<file path="src/rtl/rxsync_pkg.sv">
package rxsync_pkg;

  typedef enum logic [1:0] {
    ST_HUNT   = 2'd0,
    ST_SECOND = 2'd1,
    ST_DATA   = 2'd2
  } rxState_e;

  // strobes from control to datapath
  typedef struct packed {
    logic shiftEn;     // take the current bit into the shift register
    logic clear;       // empty the shift register
    logic loadByte;    // latch a finished character
    logic fromParity;  // the finishing bit is a parity bit
  } dpCtrl_t;

endpackage

</file>
<file path="src/rtl/rxsync_datapath.sv">
module rxsync_datapath
  import rxsync_pkg::*;
#(
  parameter int CHAR_W = 8,
  parameter int CNT_W  = 4
) (
  input  logic              clk,
  input  logic              rst,
  input  dpCtrl_t           ctrl,
  input  logic              rxBit,
  input  logic [CNT_W-1:0]  charBits,
  input  logic [CHAR_W-1:0] syncChar1,
  input  logic [CHAR_W-1:0] syncChar2,
  input  logic              parityOdd,
  output logic              matchSync1,
  output logic              matchSync2,
  output logic              parityBad,
  output logic [CHAR_W-1:0] rxByte
);

  logic [CHAR_W-1:0] shReg;
  logic [CHAR_W-1:0] nextSh;
  logic [CHAR_W-1:0] charMask;
  logic [CHAR_W-1:0] alignedNext;
  logic [CHAR_W-1:0] alignedCur;

  function automatic logic [CHAR_W-1:0] alignChar(input logic [CHAR_W-1:0] v,
                                                  input logic [CNT_W-1:0] n);
    return v >> (CHAR_W - int'(n));
  endfunction

  // newest bit enters at the top; oldest of the last N bits ends at bit 0
  assign nextSh      = {rxBit, shReg[CHAR_W-1:1]};
  assign charMask    = alignChar({CHAR_W{1'b1}}, charBits);
  assign alignedNext = alignChar(nextSh, charBits);
  assign alignedCur  = alignChar(shReg, charBits);

  assign matchSync1 = (alignedNext == (syncChar1 & charMask));
  assign matchSync2 = (alignedNext == (syncChar2 & charMask));
  // received parity bit against the bit the data should carry
  assign parityBad  = rxBit != ((^alignedCur) ^ parityOdd);

  always_ff @(posedge clk) begin
    if (rst || ctrl.clear) begin
      shReg <= '0;
    end else if (ctrl.shiftEn) begin
      shReg <= nextSh;
    end
  end

  always_ff @(posedge clk) begin
    if (rst) begin
      rxByte <= '0;
    end else if (ctrl.loadByte) begin
      rxByte <= ctrl.fromParity ? alignedCur : alignedNext;
    end
  end

endmodule

</file>
<file path="src/rtl/rxsync_ctrl.sv">
module rxsync_ctrl
  import rxsync_pkg::*;
#(
  parameter int CHAR_W = 8,
  parameter int CNT_W  = 4
) (
  input  logic             clk,
  input  logic             rst,
  input  logic             tick,
  input  logic             extSync,
  input  logic             syncDetIn,
  input  logic             enterHunt,
  input  logic             statusRead,
  input  logic             dataRead,
  input  logic             dualSync,
  input  logic             parityEn,
  input  logic [CNT_W-1:0] charBits,
  input  logic             matchSync1,
  input  logic             matchSync2,
  input  logic             parityBad,
  output dpCtrl_t          ctrl,
  output rxState_e         state,
  output logic             syncSet,
  output logic             charDone,
  output logic             rxReady,
  output logic             syncDetOut,
  output logic             overrunErr,
  output logic             parityErr
);

  localparam logic [CNT_W-1:0] FILL_MAX = CNT_W'(CHAR_W);

  logic [CNT_W-1:0] bitCnt;
  logic [CNT_W-1:0] fill;
  logic [CNT_W-1:0] frameLen;
  logic             fillOk;
  logic             huntMatch;
  logic             extHit;
  logic             secondLast;
  logic             dataLast;

  assign frameLen   = charBits + CNT_W'(parityEn);
  assign fillOk     = (fill + CNT_W'(1)) >= charBits;
  assign huntMatch  = tick && (state == ST_HUNT) && !extSync && fillOk && matchSync1;
  assign extHit     = (state == ST_HUNT) && extSync && syncDetIn;
  assign secondLast = tick && (state == ST_SECOND) && (bitCnt == charBits - CNT_W'(1));
  assign dataLast   = tick && (state == ST_DATA) && (bitCnt == frameLen - CNT_W'(1));

  assign syncSet  = !enterHunt &&
                    ((huntMatch && !dualSync) || (secondLast && matchSync2) || extHit);
  assign charDone = !enterHunt && dataLast;

  always_comb begin
    ctrl            = '0;
    ctrl.clear      = enterHunt;
    ctrl.shiftEn    = tick && !enterHunt && ((state != ST_DATA) || (bitCnt < charBits));
    ctrl.loadByte   = charDone;
    ctrl.fromParity = parityEn;
  end

  // sequencing
  always_ff @(posedge clk) begin
    if (rst || enterHunt) begin
      state  <= ST_HUNT;
      bitCnt <= '0;
      fill   <= '0;
    end else begin
      unique case (state)
        ST_HUNT: begin
          if (extHit) begin
            state  <= ST_DATA;
            bitCnt <= '0;
          end else if (tick) begin
            if (fill != FILL_MAX) fill <= fill + CNT_W'(1);
            if (huntMatch) begin
              state  <= dualSync ? ST_SECOND : ST_DATA;
              bitCnt <= '0;
              fill   <= FILL_MAX;
            end
          end
        end
        ST_SECOND: begin
          if (tick) begin
            if (secondLast) begin
              state  <= matchSync2 ? ST_DATA : ST_HUNT;
              bitCnt <= '0;
            end else begin
              bitCnt <= bitCnt + CNT_W'(1);
            end
          end
        end
        ST_DATA: begin
          if (tick) begin
            bitCnt <= dataLast ? '0 : bitCnt + CNT_W'(1);
          end
        end
        default: state <= ST_HUNT;
      endcase
    end
  end

  // host-visible flags
  always_ff @(posedge clk) begin
    if (rst || enterHunt) begin
      rxReady    <= 1'b0;
      syncDetOut <= 1'b0;
      overrunErr <= 1'b0;
      parityErr  <= 1'b0;
    end else begin
      if (charDone)      rxReady <= 1'b1;
      else if (dataRead) rxReady <= 1'b0;

      if (syncSet)         syncDetOut <= 1'b1;
      else if (statusRead) syncDetOut <= 1'b0;

      if (charDone && rxReady && !dataRead) overrunErr <= 1'b1;

      if (charDone) parityErr <= parityEn && parityBad;
    end
  end

endmodule

</file>
<file path="src/rtl/sync_hunt_rx.sv">
module sync_hunt_rx
  import rxsync_pkg::*;
#(
  parameter int CHAR_W = 8,
  parameter int LEN_W  = 2
) (
  input  logic              clk,
  input  logic              rst,
  input  logic              rxClk,
  input  logic              rxData,
  input  logic [CHAR_W-1:0] syncChar1,
  input  logic [CHAR_W-1:0] syncChar2,
  input  logic              dualSync,
  input  logic [LEN_W-1:0]  charLen,
  input  logic              parityEn,
  input  logic              parityOdd,
  input  logic              extSync,
  input  logic              syncDetIn,
  input  logic              enterHunt,
  input  logic              statusRead,
  input  logic              dataRead,
  output logic [CHAR_W-1:0] rxByte,
  output logic              rxReady,
  output logic              syncDetOut,
  output logic              overrunErr,
  output logic              parityErr
);

  localparam int CNT_W    = $clog2(CHAR_W + 2);
  localparam int MIN_BITS = CHAR_W - (1 << LEN_W) + 1;

  logic             rxClkQ;
  logic             tick;
  logic [CNT_W-1:0] charBits;
  dpCtrl_t          ctrl;
  rxState_e         state;
  logic             syncSet;
  logic             charDone;
  logic             matchSync1;
  logic             matchSync2;
  logic             parityBad;

  always_ff @(posedge clk) begin
    if (rst) rxClkQ <= 1'b0;
    else     rxClkQ <= rxClk;
  end

  assign tick     = rxClk && !rxClkQ;
  assign charBits = CNT_W'(MIN_BITS) + CNT_W'(charLen);

  rxsync_ctrl #(.CHAR_W(CHAR_W), .CNT_W(CNT_W)) u_ctrl (
    .clk        (clk),
    .rst        (rst),
    .tick       (tick),
    .extSync    (extSync),
    .syncDetIn  (syncDetIn),
    .enterHunt  (enterHunt),
    .statusRead (statusRead),
    .dataRead   (dataRead),
    .dualSync   (dualSync),
    .parityEn   (parityEn),
    .charBits   (charBits),
    .matchSync1 (matchSync1),
    .matchSync2 (matchSync2),
    .parityBad  (parityBad),
    .ctrl       (ctrl),
    .state      (state),
    .syncSet    (syncSet),
    .charDone   (charDone),
    .rxReady    (rxReady),
    .syncDetOut (syncDetOut),
    .overrunErr (overrunErr),
    .parityErr  (parityErr)
  );

  rxsync_datapath #(.CHAR_W(CHAR_W), .CNT_W(CNT_W)) u_dp (
    .clk        (clk),
    .rst        (rst),
    .ctrl       (ctrl),
    .rxBit      (rxData),
    .charBits   (charBits),
    .syncChar1  (syncChar1),
    .syncChar2  (syncChar2),
    .parityOdd  (parityOdd),
    .matchSync1 (matchSync1),
    .matchSync2 (matchSync2),
    .parityBad  (parityBad),
    .rxByte     (rxByte)
  );

endmodule

</file>
<file path="config.mk">
export PLATFORM = sky130hd
export DESIGN_NAME = sync_hunt_rx
export DESIGN_NICKNAME = d
export VERILOG_FILES = /design/src/rtl/rxsync_pkg.sv /design/src/rtl/rxsync_datapath.sv /design/src/rtl/rxsync_ctrl.sv /design/src/rtl/sync_hunt_rx.sv
export SDC_FILE = /design/constraint.sdc
export NUM_CORES = 1
export LEC_CHECK = 0
export BUFFER_PORTS_ARGS = -buffer_cell sky130_fd_sc_hd__buf_2
export CAP_MARGIN = 15
export CORE_ASPECT_RATIO = 0.7
export CORE_MARGIN = 2
export CORE_UTILIZATION = 45
export CTS_CLUSTER_DIAMETER = 100
export CTS_CLUSTER_SIZE = 8
export DETAILED_ROUTE_END_ITERATION = 10
export PLACE_DENSITY = 0.68
export SLEW_MARGIN = 10
export SYNTH_ARGS = -nofsm -noshare
export SYNTH_HDL_FRONTEND = slang
export SYNTH_SLANG_ARGS = --single-unit
</file>
<file path="constraint.sdc">
create_clock -name clk -period 3.5 [get_ports clk]
set_input_delay 0 -clock clk [delete_from_list [all_inputs] [get_ports clk]]
set_output_delay 0 -clock clk [all_outputs]
set_load 0.005 [all_outputs]
</file>
==> results.txt <==
* Dominant synthesized flop cell: dfxtp_1
* Max-slew headroom: 0.557
- Hold slack: 17.2 ps
* Floorplan die width: 95.0 µm
- Detailed-routing iteration count for the pre-antenna-repair pass: 5
* Share of final-layout standard cells stronger than drive strength 1: 0.191
- The area growth from synthesis to layout is 15.0%.
- Measured along the y axis, the die boundary spans 67.7 µm.
- Post-synth cell types: 54
* Most common cell type on the critical path: ha_1
- Worst Setup Path Type: flip-flop to flip-flop
- After floorplanning, the core was divided into 23 placement rows.
- The most common cell in the synthesized netlist is nand2_1.
- The number of clock buffers added by TritonCTS is 5.
- The cell area that synthesis handed to floorplanning was 2610 µm².
- CP max-delay cell: dfxtp_1
* Cell family with the largest share of critical-path delay: compound AO/OA/AOI/OAI gates
* Maximum capacitance violations: 0
* Overall routed net length: 6550 µm
- Leakage power figure: 1.27 nW
- Clock sink count: 31
- Net Count, Synth: 370
- In this run the post-CTS setup repair buffer count came out at 0.
- Of the post-synthesis cell area, the dominant cell type holds 0.238.
* Ordered list of cells on the worst path: inv_1 -> ha_1 -> ha_1 -> a21o_1 -> a211o_1 -> and4b_1 -> a21boi_0 -> nor3_2 -> a41o_1
- At the worst endpoint, the arrival time is 2710 ps.
- The tree is rooted in a clkbuf_8.
- STA classifies the critical path endpoint as a flip-flop.
- Last weighted congestion value of the routability-driven placer: 0.908
- At the later pin of the worst-skew pair, clock insertion delay measures 290 ps.
- H-tree levels: 2
- In the global route stage, met3 resource usage came out at 0.0435.
- For this run, global-route usage on met2 was measured as 0.305.
- Maximum root-to-sink buffer count: 2
- Async set-reset flop share out of synthesis: 0
- Pwr Total: 0.863 mW
- Largest cells by area after synthesis: dfxtp_1 (24%), ha_1 (9.6%), xnor2_1 (6.0%)
* Initial standard-cell utilization of the core: 0.460
- Global-route track usage on met1: 0.319
- For this run, the slowest stage of the critical path takes 440 ps.
- CP startpoint kind: flip-flop
- Pin count of the biggest net entering global routing: 20
- The share of the Yosys chip area taken by registers is 0.238.
- The total overflow left after global routing is 0.
* Average vias per placed instance: 5.44
- Post-Route Setup TNS: 0 ps
* Maximum resistive drop on vdd: 0.000141 V
- Subtracting the final worst setup slack from the clock period gives 2530 ps.
* Worst hold-check path type: input pin to flip-flop
* Full die area: 6430 µm²
- Of all nets on the critical path, the largest fanout is 6.
* Total Nets Final: 410
- Core area: 5670 µm²
- Counting instances in the post-synthesis netlist gives the leading cell types as nand2_1 (38), dfxtp_1 (31), a21oi_1 (30).
- After clock tree synthesis, the clock-pin slew on the worst setup and hold paths is 70 ps.
- Endpoint required time on the critical path: 3680 ps
- Routed Antenna Nets: 0
- In the finished design, the share of the clock period the worst path needs comes to 0.722.
- Post-Synthesis Cells: 320
- Initial antenna violation count: 0
- Cell Pwr Density: 287 nW/µm²
* Post-detail-place hpwl: 5050 µm
* Vias in the first global route: 2,047
- Synthesis inferred 31 register bits.
* Synthesized area per cell: 8.16 µm²
- Result of the run: finished, final reports clean
- Slew at the pin closest to its max-slew limit: 658 ps
- Setup repair after global routing left no endpoint under its margin.
- Final setup skew: 6.18 ps
* Yosys warning count: 0
- Based on the critical path, the design can be clocked at up to 396 MHz.
* Number of vias in the routed layout: 2,374
- Post-CTS repair changed the size of 0 cells.
* Total buffers and inverters traversed by the critical path: 1
- In the routed design, unresolved DRC markers number 0.
- The hold violation count in the final report came to 0.
- Detailed router's first-iteration violation count: 140
- The count of buffers added on input and output ports is 41.
* Top Usage Layer GRT: met1
* Wire length per cell: 15.0 µm
- The biggest area contributor in the post-synthesis netlist is dfxtp_1.
- In the global route stage, overall resource usage came out at 0.213.
* CTS tree: yes
- For this design the top-level I/O count stands at 42.
- Number of antenna cells inserted: 0
* Total count of max-transition violations in the final report: 0
- Worst-case setup slack after placement: 741 ps
* Global-route wire length before repair: 10,400 µm
- Across all setup checks in the final design, the least slack found is 973 ps.
- Setup-violating endpoint count in the final report: 0
* Number of synthesized flops with an enable pin: 0
## worst register-to-register path, cell delays in order (launching register included)
cell      delay, ps
dfxtp_1         440
inv_1            70
ha_1            340
ha_1            280
a21o_1          160
a211o_1         310
and4b_1         240
a21boi_0        240
nor3_2          110
a41o_1          240
## layout by cell type, fill, tap and decap left out, types with 2 or more instances in the layout
| master | n |
|---|---|
| buf_2 | 41 |
| nand2_1 | 38 |
| dfxtp_1 | 31 |
| a21oi_1 | 30 |
| ha_1 | 20 |
| nor2_1 | 19 |
| xnor2_1 | 18 |
| xor2_1 | 16 |
| nand3_1 | 15 |
| inv_1 | 13 |
| o21ai_0 | 13 |
| mux2i_1 | 8 |
| o211ai_1 | 8 |
| nand2b_1 | 7 |
| clkbuf_8 | 7 |
| nor2b_1 | 6 |
| nor3_1 | 6 |
| buf_4 | 6 |
| mux4_2 | 5 |
| nand4_1 | 5 |
| a21o_1 | 3 |
| mux2_2 | 2 |
| and4_1 | 2 |
| and2_1 | 2 |
| xnor3_1 | 2 |
| or2_2 | 2 |
| a21boi_0 | 2 |
| a31oi_1 | 2 |
| a32oi_1 | 2 |
| and3_1 | 2 |
| o21a_1 | 2 |
| nand4b_1 | 2 |
| dlygate4sd3_1 | 2 |
## flip-flops by register name, summed over array words and instances, names as in the netlist
name,count
u_ctrl.syncDetOut,1
u_ctrl.bitCnt,4
u_ctrl.rxReady,1
u_ctrl.overrunErr,1
u_ctrl.parityErr,1
rxClkQ,1
u_ctrl.fill,4
u_dp.rxByte,8
u_ctrl.state,2
u_dp.shReg,8
## per-layer routing
metal	wire, µm	vias up
met5	0	-
met4	98	0
met3	473	9
met2	2620	65
met1	3360	1085
li1	-	1215
## what timing repair did
action | CTS | global route
hold buffers | 2 | 0
endpoints found under the hold margin | 2 | 0
endpoints found under the setup margin | 0 | 0
## path summary, 6_finish.rpt
kind	startpoint	endpoint	slack [ps]	cells after the start
min reg2reg	u_dp.shReg[0]$_SDFFE_PP0P_	u_dp.shReg[0]$_SDFFE_PP0P_	460	2
max	u_ctrl.fill[0]$_SDFFE_PP0P_	u_ctrl.bitCnt[1]$_SDFFE_PP0P_	970	9
min	dualSync	u_ctrl.state[0]$_SDFFE_PP0P_	20	3
max reg2reg	u_ctrl.fill[0]$_SDFFE_PP0P_	u_ctrl.bitCnt[1]$_SDFFE_PP0P_	970	9
## cells by family (layout without fill, tap and decap cells)
logic type / after synthesis / in the layout / synth area share
simple gates: 114 / 114 / 0.220
compound gates: 74 / 74 / 0.180
xor+xnor: 37 / 37 / 0.138
flops: 31 / 31 / 0.238
buf+inv: 29 / 70 / 0.0465
fa+ha+maj: 20 / 20 / 0.0959
mux: 15 / 15 / 0.0825
## through the flow
stage	instances	utilization	area (µm²)
after global routing	436	0.529	3000
after detailed placement	426	0.508	2880
after CTS	436	0.529	3000
after floorplan	320	-	2610
after global placement	426	0.508	2880
final	436	0.529	3000
## area by class of cell
type / instances / area, µm²
fillers: 540 / 2670
multi-input cells: 260 / 1870
flip-flops and latches: 31 / 621
repair buffers: 49 / 270
clock buffers: 8 / 100
well taps: 75 / 93.8
inverters: 13 / 48.8
## where the power goes
part / switching (mW) / internal, mW / total [mW] / leakage, nW
clock: 0.138 / 0.179 / 0.317 / 0.0515
combinational: 0.105 / 0.0812 / 0.186 / 0.971
sequential: 0.00405 / 0.356 / 0.360 / 0.250
total: 0.247 / 0.616 / 0.863 / 1.27
(Power assumes the default switching activity.)
